<file path="config.mk">
export PLATFORM = sky130hd
export DESIGN_NAME = sgi_accept_top
export DESIGN_NICKNAME = d
export VERILOG_FILES = /design/src/rtl/sgi_acc_pkg.sv /design/src/rtl/sgi_cfg_store.sv /design/src/rtl/sgi_accept_logic.sv /design/src/rtl/sgi_pending_reg.sv /design/src/rtl/sgi_accept_top.sv
export SDC_FILE = /design/constraint.sdc
export NUM_CORES = 1
export LEC_CHECK = 0
export BUFFER_PORTS_ARGS = -buffer_cell sky130_fd_sc_hd__buf_4
export CAP_MARGIN = 5
export CORE_UTILIZATION = 54
export CTS_CLUSTER_SIZE = 25
export DETAILED_ROUTE_END_ITERATION = 8
export PLACE_DENSITY_LB_ADDON = 0.12
export SLEW_MARGIN = 20
export SYNTH_ARGS = -nofsm -noshare
export SYNTH_HDL_FRONTEND = slang
export SYNTH_SLANG_ARGS = --single-unit
</file>
<file path="constraint.sdc">
create_clock -name clk -period 2.7 [get_ports clk]
set_input_delay 0.405 -clock clk [delete_from_list [all_inputs] [get_ports clk]]
set_output_delay 0.405 -clock clk [all_outputs]
set_load 0.05 [all_outputs]
</file>
<file path="src/rtl/sgi_acc_pkg.sv">
// Shared definitions for the software-interrupt acceptance checker.
// Assumes the 2-bit group coding shared with the senders.
package sgi_acc_pkg;
    localparam int GRP_W = 2;

    typedef enum logic [GRP_W-1:0] {
        GRP_SEC0  = 2'd0,
        GRP_SEC1  = 2'd1,
        GRP_NSEC1 = 2'd2,
        GRP_RSVD  = 2'd3
    } grp_e;

    localparam logic [GRP_W-1:0] PERM_MIN_SEC0 = 2'd1;
    localparam logic [GRP_W-1:0] PERM_MIN_SEC1 = 2'd2;
endpackage

</file>
<file path="src/rtl/sgi_cfg_store.sv">
// Configuration storage: one group code per interrupt plus a packed
// permission register holding PERM_W bits per interrupt.
// Assumes a single write port per table. Writes of the reserved group
// code are discarded.
module sgi_cfg_store
    import sgi_acc_pkg::*;
#(
    parameter int NUM_LINES = 16,
    parameter int PERM_W    = 2,
    localparam int IDX_W    = $clog2(NUM_LINES),
    localparam int PERM_REG_W = NUM_LINES * PERM_W
) (
    input  logic                       clk,
    input  logic                       rst_n,
    input  logic                       grp_we,
    input  logic [IDX_W-1:0]           grp_idx,
    input  logic [GRP_W-1:0]           grp_val,
    input  logic                       perm_we,
    input  logic [PERM_REG_W-1:0]      perm_data,
    output logic [NUM_LINES*GRP_W-1:0] grp_tbl,
    output logic [PERM_REG_W-1:0]      perm_reg
);
    // Entries only take the write when the code is not reserved.
    logic grp_write_ok;
    assign grp_write_ok = grp_we && (grp_val != GRP_RSVD);

    for (genvar i = 0; i < NUM_LINES; i++) begin : g_entry
        // Holds the configured group of interrupt i.
        always_ff @(posedge clk) begin
            if (!rst_n)
                grp_tbl[i*GRP_W +: GRP_W] <= GRP_SEC0;
            else if (grp_write_ok && (grp_idx == IDX_W'(i)))
                grp_tbl[i*GRP_W +: GRP_W] <= grp_val;
        end

        AST_RSVD_WRITE_IGNORED: assert property (@(posedge clk) disable iff (!rst_n)
            (grp_we && grp_idx == IDX_W'(i) && grp_val == GRP_RSVD)
            |=> $stable(grp_tbl[i*GRP_W +: GRP_W]));
    end

    // Holds the permission grades; a write replaces all of them.
    always_ff @(posedge clk) begin
        if (!rst_n)
            perm_reg <= '0;
        else if (perm_we)
            perm_reg <= perm_data;
    end

    AST_PERM_LOADS: assert property (@(posedge clk) disable iff (!rst_n)
        perm_we |=> (perm_reg == $past(perm_data)));
endmodule

</file>
<file path="src/rtl/sgi_accept_logic.sv">
// Combinational acceptance decision for one delivery.
// Assumes the configuration inputs reflect the state before any write
// made in this cycle. It folds a secure-group-1 request onto group 0,
// matches the request against the configured group, and grades
// non-secure senders unless security is disabled.
module sgi_accept_logic
    import sgi_acc_pkg::*;
#(
    parameter int NUM_LINES = 16,
    parameter int PERM_W    = 2,
    localparam int IDX_W    = $clog2(NUM_LINES),
    localparam int PERM_REG_W = NUM_LINES * PERM_W
) (
    input  logic                       dlv_valid,
    input  logic [IDX_W-1:0]           dlv_num,
    input  logic [GRP_W-1:0]           dlv_grp,
    input  logic                       dlv_nonsec,
    input  logic                       sec_disable,
    input  logic [NUM_LINES*GRP_W-1:0] grp_tbl,
    input  logic [PERM_REG_W-1:0]      perm_reg,
    output logic                       accept,
    output logic [NUM_LINES-1:0]       set_vec
);
    logic [GRP_W-1:0]  cfg_grp;
    logic [GRP_W-1:0]  eff_grp;
    logic [PERM_W-1:0] grade;
    logic              gate_on;
    logic              grade_ok;

    // Selects the state belonging to the addressed interrupt.
    always_comb begin
        cfg_grp = grp_tbl[dlv_num*GRP_W +: GRP_W];
        grade   = perm_reg[dlv_num*PERM_W +: PERM_W];
    end

    // Folds the request group and applies the graded gate.
    always_comb begin
        eff_grp = dlv_grp;
        if (dlv_grp == GRP_SEC1 && cfg_grp == GRP_SEC0)
            eff_grp = GRP_SEC0;
        gate_on  = dlv_nonsec && !sec_disable;
        grade_ok = 1'b1;
        if (gate_on) begin
            if (cfg_grp == GRP_SEC0 && grade < PERM_W'(PERM_MIN_SEC0))
                grade_ok = 1'b0;
            if (cfg_grp == GRP_SEC1 && grade < PERM_W'(PERM_MIN_SEC1))
                grade_ok = 1'b0;
        end
        accept = dlv_valid && (eff_grp == cfg_grp) && grade_ok;
    end

    // Turns the decision into a one-hot set request.
    always_comb begin
        set_vec = '0;
        if (accept)
            set_vec[dlv_num] = 1'b1;
    end
endmodule

</file>
<file path="src/rtl/sgi_pending_reg.sv">
// Pending register with per-bit set and clear.
// Assumes the set vector is at most one-hot. A set wins over a clear
// of the same bit.
module sgi_pending_reg #(
    parameter int NUM_LINES = 16
) (
    input  logic                 clk,
    input  logic                 rst_n,
    input  logic [NUM_LINES-1:0] set_vec,
    input  logic [NUM_LINES-1:0] clr_mask,
    output logic [NUM_LINES-1:0] pend
);
    for (genvar i = 0; i < NUM_LINES; i++) begin : g_bit
        // Tracks pending state of interrupt i.
        always_ff @(posedge clk) begin
            if (!rst_n)
                pend[i] <= 1'b0;
            else if (set_vec[i])
                pend[i] <= 1'b1;
            else if (clr_mask[i])
                pend[i] <= 1'b0;
        end

        AST_NO_SPURIOUS_SET: assert property (@(posedge clk) disable iff (!rst_n)
            $rose(pend[i]) |-> $past(set_vec[i]));
        AST_SET_WINS: assert property (@(posedge clk) disable iff (!rst_n)
            set_vec[i] |=> pend[i]);
        AST_HOLD_UNLESS_CLEARED: assert property (@(posedge clk) disable iff (!rst_n)
            (pend[i] && !clr_mask[i]) |=> pend[i]);
    end
endmodule

</file>
<file path="src/rtl/sgi_accept_top.sv">
// Per-target software-interrupt acceptance checker.
// Assumes at most one delivery per cycle and a synchronous active-low
// reset. Combines the configuration store, the decision logic and the
// pending register, and reports a registered verdict one cycle after
// each delivery strobe.
module sgi_accept_top
    import sgi_acc_pkg::*;
#(
    parameter int NUM_LINES = 16,
    parameter int PERM_W    = 2,
    localparam int IDX_W    = $clog2(NUM_LINES),
    localparam int PERM_REG_W = NUM_LINES * PERM_W
) (
    input  logic                  clk,
    input  logic                  rst_n,
    input  logic                  sec_disable_i,
    input  logic                  dlv_valid_i,
    input  logic [IDX_W-1:0]      dlv_num_i,
    input  logic [1:0]            dlv_grp_i,
    input  logic                  dlv_nonsec_i,
    input  logic [NUM_LINES-1:0]  clr_mask_i,
    input  logic                  grp_we_i,
    input  logic [IDX_W-1:0]      grp_idx_i,
    input  logic [1:0]            grp_val_i,
    input  logic                  perm_we_i,
    input  logic [PERM_REG_W-1:0] perm_data_i,
    output logic [NUM_LINES-1:0]  pending_o,
    output logic                  verdict_valid_o,
    output logic                  verdict_accept_o
);
    logic [NUM_LINES*GRP_W-1:0] grp_tbl;
    logic [PERM_REG_W-1:0]      perm_reg;
    logic                       accept;
    logic [NUM_LINES-1:0]       set_vec;

    sgi_cfg_store #(.NUM_LINES(NUM_LINES), .PERM_W(PERM_W)) u_cfg (
        .clk       (clk),
        .rst_n     (rst_n),
        .grp_we    (grp_we_i),
        .grp_idx   (grp_idx_i),
        .grp_val   (grp_val_i),
        .perm_we   (perm_we_i),
        .perm_data (perm_data_i),
        .grp_tbl   (grp_tbl),
        .perm_reg  (perm_reg)
    );

    sgi_accept_logic #(.NUM_LINES(NUM_LINES), .PERM_W(PERM_W)) u_dec (
        .dlv_valid   (dlv_valid_i),
        .dlv_num     (dlv_num_i),
        .dlv_grp     (dlv_grp_i),
        .dlv_nonsec  (dlv_nonsec_i),
        .sec_disable (sec_disable_i),
        .grp_tbl     (grp_tbl),
        .perm_reg    (perm_reg),
        .accept      (accept),
        .set_vec     (set_vec)
    );

    sgi_pending_reg #(.NUM_LINES(NUM_LINES)) u_pend (
        .clk      (clk),
        .rst_n    (rst_n),
        .set_vec  (set_vec),
        .clr_mask (clr_mask_i),
        .pend     (pending_o)
    );

    // Registers the decision for report one cycle after the strobe.
    always_ff @(posedge clk) begin
        if (!rst_n) begin
            verdict_valid_o  <= 1'b0;
            verdict_accept_o <= 1'b0;
        end else begin
            verdict_valid_o  <= dlv_valid_i;
            verdict_accept_o <= dlv_valid_i && accept;
        end
    end

    // Values seen by the addressed interrupt, used only by the checks.
    logic [GRP_W-1:0]  cur_cfg_grp;
    logic [PERM_W-1:0] cur_grade;
    assign cur_cfg_grp = grp_tbl[dlv_num_i*GRP_W +: GRP_W];
    assign cur_grade   = perm_reg[dlv_num_i*PERM_W +: PERM_W];

    AST_VERDICT_AFTER_STROBE: assert property (@(posedge clk) disable iff (!rst_n)
        dlv_valid_i |=> verdict_valid_o);
    AST_NO_VERDICT_IDLE: assert property (@(posedge clk) disable iff (!rst_n)
        !dlv_valid_i |=> !verdict_valid_o);
    AST_GROUP_MATCHES: assert property (@(posedge clk) disable iff (!rst_n)
        (verdict_valid_o && verdict_accept_o) |->
        ($past(dlv_grp_i) == $past(cur_cfg_grp) ||
         ($past(dlv_grp_i) == GRP_SEC1 && $past(cur_cfg_grp) == GRP_SEC0)));
    AST_SEC1_GRADE: assert property (@(posedge clk) disable iff (!rst_n)
        (verdict_accept_o && $past(dlv_nonsec_i && !sec_disable_i && cur_cfg_grp == GRP_SEC1))
        |-> ($past(cur_grade) >= PERM_W'(PERM_MIN_SEC1)));
    AST_SEC0_GRADE: assert property (@(posedge clk) disable iff (!rst_n)
        (verdict_accept_o && $past(dlv_nonsec_i && !sec_disable_i && cur_cfg_grp == GRP_SEC0))
        |-> ($past(cur_grade) >= PERM_W'(PERM_MIN_SEC0)));
endmodule

</file>
==> run summary <==
Seq/Total Area, Yosys: 41.4%
setup bufs post-CTS: 0
Util after Layout: 69.2%
final cycle utilization of the critical path: 80.5%
Post-synth EDFFs: 0
placed cell count: 547
initial core utilization: 57.0%
Mapped Area: 3960 sq um
syn_nets: 457
Routed met2 length: 3780 um
Clock Path Buffers: 2
total CTS buffers: 9
wl on met1: 4190 um
vias in the first global route: 2810
gpl congestion: 0.776
Max Cap Viol: 0
Via Count: 3027
Iteration-0 DRC Markers: 112
# setup viols final: 0
largest area contributor in the netlist: dfxtp_1
Tot GR Track Use: 22.9%
Routed Antenna Nets: 0
die outline area: 7680 sq um
# IOs: 85
Worst Path Arrival: 2.42 ns
Critical Path RT: 2.95 ns
Synth top cells by count: dfxtp_1, nor2b_1, mux2i_1, nand2_1
critical path capture point type: flop
Final #Nets: 529
Setup CP Type: flop to flop
row count: 30
clock latency on the worst-skew pair: 0.36 ns
CTS sink cnt: 82
CTS tree: done
clock slew at reported path FFs: 0.08 ns
quantity of I/O buffers inserted on ports: 84
Slew @ Worst Pin: 0.649 ns
H-tree levels: 3
crit path time final: 2.17 ns
Post-synth ARST share: 0%
Core Box Area: 6940 sq um
Final Max Tran Viols: 0
synth top area cells: dfxtp_1, mux2i_1, nor2b_1
achievable frequency: 460 MHz
worst hold slack: 0.296 ns
min-delay worst type: input pin to flop
RSZ-0062 raised after global routing: false
DR DRC count: 0
endpoints failing hold: 0
largest net degree at the start of global routing: 81
initial antenna violation count: 0
Final HPWL DP: 5950 um
Synth warnings: 0
top-count cell post-synth: dfxtp_1
DR top layer: met4
Chip Height: 87.7 um
drt total wl: 8450 um
ys flop type: dfxtp_1
antenna cells: 0
layout cell share with drive strength beyond 1: 24.5%
PwrDens: 527 nW/um^2
total grt overflow: 0
Final Non-Filler Cells: 562
WL/cell: 15.0 um
Clock Root Buffer: clkbuf_8
DR pass1 iterations: 4
outcome: completed
Pwr Total: 2530 uW
Post-CTS Hold Fix Bufs: 0
synthesized area per cell: 10.2 sq um
Synth Instances: 390
normalized max-slew margin: 56.7%
top cell type's share of synthesized area: 41.4%
Synth Register Bits: 82
crit-path max FO: 17
post-synth cell types: 45
Layout area overhead: 21.3%
first-pass GRT wire length: 13400 um
Setup Skew: 0.00687 ns
critical path launch point type: flop
P_leak: 0.00198 uW
Peak VDD IR: 318 uV
Post-CTS Resized: 0
Vias/cell: 5.39
setup TNS: 0 ns
metal3 WL: 412 um
Die X: 87.7 um
## metrics by stage
stage                     setup slack (ns)  area, sq um
after detailed placement             0.220         4600
after CTS                            0.534         4800
after floorplan                      0.296         3960
after global placement               0.254         4600
after global routing                 0.391         4800
final                                0.527         4800
## layout make-up
type / instances / area, sq um
clock buffer: 10 / 128
clock inverter: 5 / 80.1
fill: 569 / 2140
inverter: 1 / 3.75
multi-input combinational: 278 / 2160
sequential: 82 / 1640
tap: 96 / 120
timing repair buffer: 90 / 676
## where the power goes
group | leakage, uW | total, uW | switching [uW] | internal [uW]
sequential | 0.000668 | 1270 | 20.5 | 1250
clock | 0.0000984 | 945 | 431 | 514
combinational | 0.00121 | 321 | 156 | 165
## cells by family after synthesis
| group | after synthesis | synth area share, % |
|---|---|---|
| buf+inv | 30 | 4.14 |
| simple gates | 152 | 20.9 |
| flops | 82 | 41.4 |
| compound gates | 55 | 12.2 |
| mux | 71 | 21.3 |
## worst paths after layout
check | startpoint | to | slack [ns] | depth (start not counted)
hold / removal | dlv_valid_i | verdict_valid_o | 0.30 | 3
setup / recovery | u_cfg.perm_reg[5] | u_pend.pend[14] | 0.53 | 7
setup reg to reg | u_cfg.perm_reg[5] | u_pend.pend[14] | 0.53 | 7
hold reg to reg | u_cfg.grp_tbl[7] | u_cfg.grp_tbl[7] | 0.46 | 2
## critical path: stages (launching register included)
cell and delay (ns):
dfxtp_1 0.32, mux4_1 0.50, a22oi_1 0.26, a31oi_1 0.12, a311oi_1 0.27, a211oi_2 0.11, buf_4 0.21, a32o_1 0.27
## layout by cell type, fill, tap and decap left out, types with 2 or more instances in the layout
master      Yosys  routed
clkinvlp_4      0       2
and3_1          2       2
dfxtp_1        82      82
nor2_1          8       8
a32o_1         13      13
mux2i_1        57      57
buf_4           0      90
and2_1          2       2
nor3b_1         3       3
bufinv_16       0       2
mux2_2          5       5
nand2_1        37      37
a31o_1          3       3
a21boi_0       21      21
nand3_1        21      21
and3b_1         4       4
o21ai_0         2       2
a22oi_1         3       3
nor3_1          3       3
and2b_1         2       2
clkbuf_8        0       9
mux4_1          7       7
nor2b_1        64      64
nand2b_1        2       2
## metal layers
metal,global-route usage [%],vias up
met2,35.0,79
met1,32.3,1398
met5,0,-
met3,3.68,9
met4,9.69,0
li1,-,1541
(Power assumes the default switching activity.)
